`src/rtl/strm_rx_pkg.sv`:
```
package strm_rx_pkg;

  localparam int unsigned BYTE_W = 8;
  localparam int unsigned ENTRY_W = BYTE_W + 1;

  typedef enum logic {
    CLK_SRC_EXT = 1'b0,
    CLK_SRC_INT = 1'b1
  } clk_src_e;

  typedef struct packed {
    logic              first;
    logic [BYTE_W-1:0] data;
  } entry_t;

endpackage

```
`src/rtl/strm_rx_clkgen.sv`:
```
module strm_rx_clkgen #(
  parameter int unsigned CLK_HALF = 3
) (
  input  logic clk,
  input  logic rst_n,
  input  logic src_int_i,
  input  logic ext_clk_i,
  output logic tick_o,
  output logic clk_o,
  output logic clk_oe_o
);
  import strm_rx_pkg::*;

  localparam int unsigned CW = (CLK_HALF > 2) ? $clog2(CLK_HALF) : 1;
  localparam logic [CW-1:0] LAST = CW'(CLK_HALF - 1);

  clk_src_e        src;
  logic [CW-1:0]   cnt_q, cnt_d;
  logic            gen_q, gen_d;
  logic            ext_prev_q;
  logic            wrap;
  logic            ext_rise;
  logic            int_rise;

  assign src      = clk_src_e'(src_int_i);
  assign wrap     = (cnt_q == LAST);
  assign ext_rise = ext_clk_i & ~ext_prev_q;
  assign int_rise = wrap & ~gen_q;

  always_comb begin
    cnt_d = cnt_q;
    gen_d = gen_q;
    if (src == CLK_SRC_INT) begin
      if (wrap) begin
        cnt_d = '0;
        gen_d = ~gen_q;
      end else begin
        cnt_d = cnt_q + 1'b1;
      end
    end else begin
      cnt_d = '0;
      gen_d = 1'b0;
    end
  end

  always_ff @(posedge clk or negedge rst_n) begin
    if (!rst_n) begin
      cnt_q      <= '0;
      gen_q      <= 1'b0;
      ext_prev_q <= 1'b0;
    end else begin
      cnt_q      <= cnt_d;
      gen_q      <= gen_d;
      ext_prev_q <= ext_clk_i;
    end
  end

  assign tick_o   = (src == CLK_SRC_INT) ? int_rise : ext_rise;
  assign clk_o    = gen_q;
  assign clk_oe_o = (src == CLK_SRC_INT);

endmodule

```
`src/rtl/strm_rx_capture.sv`:
```
module strm_rx_capture #(
  parameter int unsigned DATA_W = 8
) (
  input  logic              tick_i,
  input  logic              start_i,
  input  logic              valid_i,
  input  logic [DATA_W-1:0] data_i,
  input  logic              start_pol_i,
  input  logic              valid_pol_i,
  output logic              push_o,
  output logic [DATA_W:0]   wdata_o
);

  logic start_act;
  logic valid_act;

  assign start_act = ~(start_i ^ start_pol_i);
  assign valid_act = ~(valid_i ^ valid_pol_i);

  assign push_o  = tick_i & valid_act;
  assign wdata_o = {start_act, data_i};

endmodule

```
`src/rtl/strm_rx_fifo.sv`:
```
module strm_rx_fifo #(
  parameter int unsigned WIDTH = 9,
  parameter int unsigned DEPTH = 256
) (
  input  logic                         clk,
  input  logic                         rst_n,
  input  logic                         push_i,
  input  logic [WIDTH-1:0]             wdata_i,
  input  logic                         pop_i,
  input  logic                         ovf_clr_i,
  output logic [WIDTH-1:0]             rdata_o,
  output logic                         empty_o,
  output logic                         full_o,
  output logic [$clog2(DEPTH+1)-1:0]   count_o,
  output logic                         ovf_o
);

  localparam int unsigned AW   = $clog2(DEPTH);
  localparam int unsigned CNTW = $clog2(DEPTH + 1);
  localparam logic [AW-1:0]   PTR_LAST = AW'(DEPTH - 1);
  localparam logic [CNTW-1:0] CNT_FULL = CNTW'(DEPTH);

  logic [WIDTH-1:0] mem [DEPTH];
  logic [AW-1:0]    wr_ptr_q, wr_ptr_d;
  logic [AW-1:0]    rd_ptr_q, rd_ptr_d;
  logic [CNTW-1:0]  cnt_q, cnt_d;
  logic [WIDTH-1:0] rdata_q;
  logic             ovf_q, ovf_d;
  logic             wr_go;
  logic             rd_go;
  logic             drop;

  assign full_o  = (cnt_q == CNT_FULL);
  assign empty_o = (cnt_q == '0);
  assign wr_go   = push_i & ~full_o;
  assign drop    = push_i & full_o;
  assign rd_go   = pop_i & ~empty_o;

  always_comb begin
    wr_ptr_d = wr_ptr_q;
    rd_ptr_d = rd_ptr_q;
    cnt_d    = cnt_q;
    ovf_d    = ovf_q;
    if (wr_go) begin
      wr_ptr_d = (wr_ptr_q == PTR_LAST) ? '0 : wr_ptr_q + 1'b1;
    end
    if (rd_go) begin
      rd_ptr_d = (rd_ptr_q == PTR_LAST) ? '0 : rd_ptr_q + 1'b1;
    end
    case ({wr_go, rd_go})
      2'b10:   cnt_d = cnt_q + 1'b1;
      2'b01:   cnt_d = cnt_q - 1'b1;
      default: cnt_d = cnt_q;
    endcase
    if (drop) begin
      ovf_d = 1'b1;
    end else if (ovf_clr_i) begin
      ovf_d = 1'b0;
    end
  end

  always_ff @(posedge clk or negedge rst_n) begin
    if (!rst_n) begin
      wr_ptr_q <= '0;
      rd_ptr_q <= '0;
      cnt_q    <= '0;
      ovf_q    <= 1'b0;
      rdata_q  <= '0;
    end else begin
      wr_ptr_q <= wr_ptr_d;
      rd_ptr_q <= rd_ptr_d;
      cnt_q    <= cnt_d;
      ovf_q    <= ovf_d;
      if (rd_go) begin
        rdata_q <= mem[rd_ptr_q];
      end
    end
  end

  always_ff @(posedge clk) begin
    if (wr_go) begin
      mem[wr_ptr_q] <= wdata_i;
    end
  end

  assign rdata_o = rdata_q;
  assign count_o = cnt_q;
  assign ovf_o   = ovf_q;

endmodule

```
`src/rtl/strm_rx_flowctl.sv`:
```
module strm_rx_flowctl #(
  parameter int unsigned CNTW     = 9,
  parameter int unsigned ON_FREE  = 8,
  parameter int unsigned OFF_FREE = 192
) (
  input  logic            clk,
  input  logic            rst_n,
  input  logic [CNTW-1:0] free_i,
  input  logic            en_i,
  input  logic            pol_i,
  output logic            req_q_o,
  output logic            req_pin_o
);

  localparam logic [CNTW-1:0] ON_LVL  = CNTW'(ON_FREE);
  localparam logic [CNTW-1:0] OFF_LVL = CNTW'(OFF_FREE);

  logic req_q, req_d;

  always_comb begin
    req_d = req_q;
    if (free_i <= ON_LVL) begin
      req_d = 1'b1;
    end else if (free_i >= OFF_LVL) begin
      req_d = 1'b0;
    end
  end

  always_ff @(posedge clk or negedge rst_n) begin
    if (!rst_n) begin
      req_q <= 1'b0;
    end else begin
      req_q <= req_d;
    end
  end

  assign req_q_o   = req_q;
  assign req_pin_o = (en_i && req_q) ? pol_i : ~pol_i;

endmodule

```
`src/rtl/strm_rx.sv`:
```
module strm_rx #(
  parameter int unsigned DEPTH    = 256,
  parameter int unsigned CLK_HALF = 3,
  parameter int unsigned ON_FREE  = 8,
  parameter int unsigned OFF_FREE = 192
) (
  input  logic                       clk,
  input  logic                       rst_n,
  input  logic                       cfg_clk_int,
  input  logic                       cfg_start_pol,
  input  logic                       cfg_valid_pol,
  input  logic                       cfg_req_pol,
  input  logic                       cfg_req_en,
  input  logic                       strm_clk_i,
  output logic                       strm_clk_o,
  output logic                       strm_clk_oe,
  input  logic                       strm_start_i,
  input  logic                       strm_valid_i,
  input  logic [7:0]                 strm_data_i,
  output logic                       strm_req_o,
  input  logic                       rd_en_i,
  output logic [8:0]                 rd_data_o,
  output logic                       rd_empty_o,
  output logic [$clog2(DEPTH+1)-1:0] rd_free_o,
  output logic                       ovf_o,
  input  logic                       ovf_clr_i
);
  import strm_rx_pkg::*;

  localparam int unsigned CNTW = $clog2(DEPTH + 1);
  localparam logic [CNTW-1:0] CAP = CNTW'(DEPTH);

  logic            rst_meta_q;
  logic            rst_sync_n;
  logic            tick;
  logic            cap_push;
  entry_t          cap_entry;
  logic            fifo_full;
  logic [CNTW-1:0] fifo_count;
  logic [CNTW-1:0] free_cnt;
  logic            req_state;

  always_ff @(posedge clk or negedge rst_n) begin
    if (!rst_n) begin
      rst_meta_q <= 1'b0;
      rst_sync_n <= 1'b0;
    end else begin
      rst_meta_q <= 1'b1;
      rst_sync_n <= rst_meta_q;
    end
  end

  strm_rx_clkgen #(
    .CLK_HALF (CLK_HALF)
  ) u_clkgen (
    .clk       (clk),
    .rst_n     (rst_sync_n),
    .src_int_i (cfg_clk_int),
    .ext_clk_i (strm_clk_i),
    .tick_o    (tick),
    .clk_o     (strm_clk_o),
    .clk_oe_o  (strm_clk_oe)
  );

  strm_rx_capture #(
    .DATA_W (BYTE_W)
  ) u_capture (
    .tick_i      (tick),
    .start_i     (strm_start_i),
    .valid_i     (strm_valid_i),
    .data_i      (strm_data_i),
    .start_pol_i (cfg_start_pol),
    .valid_pol_i (cfg_valid_pol),
    .push_o      (cap_push),
    .wdata_o     (cap_entry)
  );

  strm_rx_fifo #(
    .WIDTH (ENTRY_W),
    .DEPTH (DEPTH)
  ) u_fifo (
    .clk       (clk),
    .rst_n     (rst_sync_n),
    .push_i    (cap_push),
    .wdata_i   (cap_entry),
    .pop_i     (rd_en_i),
    .ovf_clr_i (ovf_clr_i),
    .rdata_o   (rd_data_o),
    .empty_o   (rd_empty_o),
    .full_o    (fifo_full),
    .count_o   (fifo_count),
    .ovf_o     (ovf_o)
  );

  assign free_cnt = CAP - fifo_count;

  strm_rx_flowctl #(
    .CNTW     (CNTW),
    .ON_FREE  (ON_FREE),
    .OFF_FREE (OFF_FREE)
  ) u_flowctl (
    .clk       (clk),
    .rst_n     (rst_sync_n),
    .free_i    (free_cnt),
    .en_i      (cfg_req_en),
    .pol_i     (cfg_req_pol),
    .req_q_o   (req_state),
    .req_pin_o (strm_req_o)
  );

  assign rd_free_o = free_cnt;

endmodule

```
`config.mk`:
```
export PLATFORM = sky130hd
export DESIGN_NAME = strm_rx
export DESIGN_NICKNAME = d
export VERILOG_FILES = /design/src/rtl/strm_rx_pkg.sv /design/src/rtl/strm_rx_clkgen.sv /design/src/rtl/strm_rx_capture.sv /design/src/rtl/strm_rx_fifo.sv /design/src/rtl/strm_rx_flowctl.sv /design/src/rtl/strm_rx.sv
export SDC_FILE = /design/constraint.sdc
export NUM_CORES = 2
export LEC_CHECK = 0
export ABC_CLOCK_PERIOD_IN_PS = 3600
export CORE_ASPECT_RATIO = 1.1
export CORE_MARGIN = 2
export CORE_UTILIZATION = 40
export DETAILED_ROUTE_END_ITERATION = 8
export PLACE_DENSITY = 0.62
export SETUP_SLACK_MARGIN = 0.5
export SYNTH_ARGS = -nofsm -noshare
export SYNTH_HDL_FRONTEND = slang
export SYNTH_SLANG_ARGS = --single-unit
```
`constraint.sdc`:
```
create_clock -name clk -period 3.6 [get_ports clk]
set_input_delay 0.54 -clock clk [delete_from_list [all_inputs] [get_ports clk]]
set_output_delay 0.54 -clock clk [all_outputs]
set_load 0.01 [all_outputs]
```
After elaboration in Yosys (flattened, before gate mapping)
Memories as Yosys holds them, arrays and structs flattened. A register that Yosys moved wholly into a read port is not among the register bits.
Index checks and enable logic that the tools add are counted.
Cells by class
  reductions and logical operators: 6
  multiplexer cells: 15
  equality and inequality tests: 7
  add/subtract/negate cells: 6
  order comparisons: 2
  bitwise logic cells: 15
Operators with widths (number)
  $pmux W9 S2: 1
  $add A8 B1 Y8 const B: 2
  $eq A8 B8 Y1 const B: 2
  $mux W8: 2
  $mux W1: 10
  $add A9 B1 Y9 const B: 1
  $eq A9 B9 Y1 const B: 1
  $ge A9 B8 Y1 const B: 1
  $le A9 B4 Y1 const B: 1
  $logic_not A9 Y1: 1
  $sub A9 B1 Y9 const B: 1
  $sub A9 B9 Y9 const A: 1
  $not A1 Y1: 7
  $and A1 B1 Y1: 6
  $reduce_bool A2 Y1: 3
  $eq A2 B2 Y1 const B: 2
  $mux W2: 2
  $add A2 B1 Y2 const B: 1
  $eq A2 B1 Y1 const B: 1
  $ne A2 B1 Y1 const B: 1
  $xor A1 B1 Y1: 2
  $logic_and A1 B1 Y1: 1
  $logic_not A1 Y1: 1
Storage, ports and cells
  logic and storage cells: 62
  memory bits (writable): 2304
  input port bits: 20
  register bits after elaboration: 33
  memories: 1
Memory list
  u_fifo.mem: words 256, width 9, read ports 1, clocked after memory_dff 1, write ports 1, line strm_rx_fifo.sv:23  | logic [WIDTH-1:0] mem [DEPTH];

Depth between registers and ports, before layout
  depth after elaboration: 7
  depth in mapped cells: 24
  gate-level depth less buffers: 18

Cells and area by module
From an unflattened synthesis, not the netlist that was laid out.
Second synthesis, totals
  cell total of the unflattened synthesis: 4495
  area, all modules: 91949.4 sq um
Modules (own cells, without submodules)
  strm_rx_fifo: cells each 4439, seq. area each 70062.2 sq um, area each 91435.2 sq um, instances 1
  strm_rx: cells each 22, seq. area each 50.0 sq um, area each 191.4 sq um, instances 1
  strm_rx_clkgen: cells each 13, seq. area each 100.1 sq um, area each 161.4 sq um, instances 1
  strm_rx_capture: cells each 12, seq. area each 0.0 sq um, area each 91.3 sq um, instances 1
  strm_rx_flowctl: cells each 9, seq. area each 25.0 sq um, area each 70.1 sq um, instances 1

Worst setup path after synthesis
OpenSTA, ideal clock, no wires.
  kind: input to register
  start: input port cfg_start_pol
  end: memory u_fifo.mem[0][8] (data pin)
  data arrival time: 7.780 ns
  data required time: 1.942 ns
  setup time: 1.658 ns
  setup slack: -5.838 ns
  stages on the path: 1
  path through: xnor2_1
On the way
  longest elaborated chain between the ends: 2
Ends and longest elaborated chain
  from (decl): line strm_rx.sv:10  | input logic cfg_start_pol,
  $xor A1 B1 Y1: line strm_rx_capture.sv:17  | assign start_act = ~(start_i ^ start_pol_i);
  $not A1 Y1: line strm_rx_capture.sv:17
  to (decl): line strm_rx_fifo.sv:23
Every way passes these cells.

Worst setup path in the final report
  start: register u_fifo.cnt_q[1], in the netlist u_fifo.count_o[1]
  end: register u_fifo.cnt_q[6], in the netlist u_fifo.count_o[6]
On the way
  longest elaborated chain between the ends: 5
  elaborated cells between the ends (all ways): 12
  classes of those cells: add/sub: 2; eq/ne: 3; mux: 1; bitwise: 4; reduce/logical: 2
Ends and longest elaborated chain
  from (decl): line strm_rx_fifo.sv:26  | logic [CNTW-1:0] cnt_q, cnt_d;
  from (signal assigned): line strm_rx_fifo.sv:72  | cnt_q <= cnt_d;
  parallel branches: the longest is 5 deep, another holds $sub A9 B1 Y9
Parallel ways; which one is timed is not known.
A chain may end at the register's enable or synchronous reset.

==> results.py <==
metrics = {
    "final_layout": {
        "final_common_cell": "edfxtp_1",
        "final_cell_mix": "edfxtp_1, buf_4, mux4_2",
        "seqCellArea_mm2": 0.0703,
        "area_growth_pct": 18.6,
        "finalNetCount": 5149,
        "multiInputGateArea_mm2": 0.0203,
        "fill_cells": 18598,
        "stdcell_count": 8269,
        "drive_above_1_share_pct": 30.7,
    },
    "detailed_routing": {
        "wirelength_um": 259000,
        "firstDrtPassIters": 6,
        "avgViaCountPerCell": 5.90,
        "drc": 0,
        "vias": 48781,
        "first_iter_violations": 6262,
        "wl_per_cell_um": 31.3,
        "antenna_left": 0,
    },
    "timing": {
        "layout_setup_ws_ps": 252,
        "period_share_pct": 93.0,
        "hold_viol_final": 0,
        "setup_tns_ps": 0,
        "clock-skew-final_ps": 86.0,
        "fmax_ghz": 0.299,
        "slew_headroom_pct": 37.2,
        "setup_viol": 0,
        "slew_viol_final": 0,
        "grt_setup_unrepaired": "true",
        "period_needed_ps": 3350,
        "worst_pin_slew_ps": 940,
    },
    "worst_setup_path": {
        "path_max_fanout": 3,
        "criticalPathCategory": "reg2reg",
        "critPathMaxStageDelay_ps": 410,
        "start_kind": "register",
        "required_ps": 4410,
        "worstPathCellList": "inv_4 -> ha_4 -> nand2b_4 -> nor4_4 -> nor3b_4 -> ha_2 -> nand2b_4 -> inv_4 -> ha_4 -> xor2_1 -> ha_2 -> a21boi_2 -> o22a_1 -> a31oi_4 -> buf_4 -> buf_6 -> buf_4 -> a21oi_2 -> a211oi_2 -> xor2_1",
        "cpMaxStageDelayCell": "dfrtp_1",
        "arrival_ps": 4150,
        "endpoint_kind": "register",
        "rrSetupSlack_ps": 250,
    },
    "power_and_ir_drop": {
        "pwr-share-seq_pct": 38.1,
        "clkPwrFrac_pct": 28.7,
        "ir_worst_vdd_v": 0.000739,
        "pwr-share-comb_pct": 33.2,
        "p_sw_mw": 25.9,
        "p_int_mw": 54.7,
        "powerDensity_mw_per_mm2": 743,
        "p_leak_nw": 35.0,
        "swShare_pct": 32.1,
    },
    "clocking": {
        "ctsHtreeMaxLevel": 4,
        "cts_tree": "built",
        "clk_latency_ps": 900,
        "cts_made_buffers": 216,
        "path_clk_slew_ps": 60,
        "cts_sinks": 2346,
        "clockBufferDepth": 3,
        "root_buffer": "clkbuf_16",
    },
    "synthesis": {
        "syn_avg_cell_area_um2": 20.6,
        "netlist_area_mm2": 0.0915,
        "synthFlopType": "edfxtp_1",
        "ys_ff_latch": 2346,
        "syn_nets": 4478,
        "synth_edf_count": 2304,
        "synth-seq-area-share_pct": 76.8,
        "yosys_warnings": 0,
        "syn_inst": 4446,
        "ys_async_sr_fraction_pct": 1.79,
        "yosysUniqueCellTypes": 67,
    },
    "place": {
        "placedCellCount": 7812,
        "io_buffer_count": 42,
        "place_hpwl_um": 160000,
        "routabilityCongestion": 0.868,
        "dp_slack_ps": 81.2,
    },
    "global_route": {
        "grtUsageTotal_pct": 22.0,
        "grt_pass1_wl_um": 365000,
        "grt_pass1_vias": 48308,
        "grt-ovfl-total": 0,
        "antenna_found_initial": 6,
        "grt_max_degree": 117,
    },
    "worst_hold_path": {
        "hold_class": "in2reg",
    },
    "die": {
        "std_cell_rows": 184,
        "initial_utilization_pct": 40.1,
        "core-area_mm2": 0.228,
        "chipHeight_um": 506,
        "dieWidth_um": 460,
        "pin_count": 43,
        "die_area_mm2": 0.233,
    },
    "outcome": {
        "status": "finished clean",
    },
    "job": {
        "drv_cap": 0,
    },
}
cell usage after synthesis, types with 5 or more instances:
| cell | n | area [um^2] |
|---|---|---|
| o311ai_0 | 6 | 52.6 |
| clkbuf_1 | 110 | 413 |
| nand2b_1 | 6 | 37.5 |
| nor2b_1 | 16 | 100 |
| nand3b_1 | 5 | 37.5 |
| nand3_1 | 47 | 235 |
| inv_1 | 19 | 71.3 |
| a22oi_1 | 122 | 916 |
| buf_1 | 20 | 75.1 |
| a31oi_1 | 12 | 75.1 |
| a211o_1 | 5 | 43.8 |
| and2_1 | 5 | 31.3 |
| ha_1 | 12 | 150 |
| a22o_1 | 17 | 149 |
| a311oi_1 | 5 | 43.8 |
| o21ai_0 | 64 | 320 |
| xor2_1 | 11 | 96.3 |
| o221ai_1 | 26 | 228 |
| mux2_2 | 8 | 90.1 |
| a21oi_1 | 83 | 415 |
| nor3_1 | 19 | 95.1 |
| xnor2_1 | 17 | 149 |
| o211ai_1 | 6 | 45.0 |
| a41oi_1 | 14 | 123 |
| nor2_1 | 319 | 1200 |
| nand2_1 | 93 | 349 |
| mux4_2 | 486 | 10900 |
| o31ai_1 | 9 | 67.6 |
| dfrtp_1 | 42 | 1050 |
| buf_6 | 37 | 417 |
| a221oi_1 | 42 | 368 |
| a211oi_1 | 23 | 173 |
| buf_2 | 74 | 370 |
| o22ai_1 | 21 | 131 |
| buf_4 | 26 | 195 |
| mux2i_1 | 245 | 2450 |
| edfxtp_1 | 2304 | 69200 |
final timing paths:
path | startpoint | endpoint | cells after the start
min reg2reg | rst_sync_n | u_flowctl.req_q_o | 0
min in group asynchronous | rst_sync_n | u_flowctl.req_q_o | 0
max reg2reg | u_fifo.count_o[1] | u_fifo.count_o[6] | 20
max in group asynchronous | rst_sync_n | u_fifo.rd_ptr_q[4] | 1
max | u_fifo.count_o[1] | u_fifo.count_o[6] | 20
min | strm_clk_i | u_clkgen.ext_prev_q | 1
metal layers:
| metal | part of all wire, % | routed length [um] | global-route usage, % | vias up |
|---|---|---|---|---|
| met2 | 48 | 125000 | 35.5 | 2594 |
| met4 | 4.5 | 11600 | 8.70 | 6 |
| met5 | 0.013 | 34 | 0 | - |
| li1 | - | - | - | 19807 |
| met3 | 8.9 | 22900 | 4.24 | 513 |
| met1 | 39 | 99600 | 29.5 | 25861 |
flip-flops by register name, summed over array words and instances (netlist names):
signal and count:
u_fifo.wr_ptr_q 8, u_fifo.mem 2304, u_fifo.rdata_o 9, rst_meta_q 1, u_clkgen.cnt_q 2, rst_sync_n 1, u_fifo.ovf_o 1, u_flowctl.req_q_o 1
u_clkgen.ext_prev_q 1, u_clkgen.clk_o 1, u_fifo.rd_ptr_q 8, u_fifo.count_o 9
critical path, delay by kind of cell, from the launching register on:
family	cells	cell delay (ps)
buffers and inverters	5	420
flip-flops	1	410
XOR/XNOR	2	300
AND/OR/NAND/NOR	4	610
adder cells (fa/ha/maj)	4	680
AO/OA/AOI/OAI	5	860
repair_timing:
item	4_1_cts	5_1_grt
hold buffers	1	0
hold endpoints to repair	2	0
gates cloned	14	2
pin swaps	16	15
setup endpoints to repair	50	45
resized for setup	95	71
setup buffers	38	8
power by group through the flow:
stage	combinational [mW]	clock [mW]	sequential [mW]
2_1_floorplan	14.1	0	31.0
3_3_place_gp	23.9	0	31.4
3_5_place_dp	24.0	0	31.4
4_1_cts	26.1	23.5	30.7
5_1_grt	27.6	24.4	30.7
6_report	26.7	23.1	30.7
per-stage QoR:
| step | cell area (um^2) | utilization, % | hold WS (ps) | total power [mW] |
|---|---|---|---|---|
| after detailed placement | 99700 | 43.7 | 338 | 55.4 |
| after CTS | 108000 | 47.4 | 79.6 | 80.3 |
| after floorplan | 91600 | - | 244 | 45.1 |
| final | 108000 | 47.6 | 140 | 80.6 |
| after global routing | 108000 | 47.6 | 118 | 82.7 |
| after global placement | 99700 | 43.7 | 338 | 55.3 |
cell families (layout without fill, tap and decap cells):
group | Yosys count | count (layout) | share of synthesized area [%]
AOI/OAI and AO/OA | 496 | 496 | 3.83
xor gates and xnor gates | 28 | 28 | 0.268
adders and majority gates | 12 | 12 | 0.164
buffers and inverters | 292 | 1138 | 1.77
DFF | 2346 | 2346 | 76.8
muxes | 739 | 739 | 14.7
other | 1 | 2 | 0.00410
and+or+nand+nor | 532 | 532 | 2.45
final cells by class:
type	instances	area share [%]
Sequential cell	2346	64.8
Multi-Input combinational cell	1808	18.8
Timing Repair Buffer	724	6.38
Clock buffer	265	5.19
Tap cell	2976	3.43
Clock inverter	128	1.39
Inverter	21	0.0796
Antenna cell	1	0.00231
Note: power is estimated with default switching activity, not from simulation.
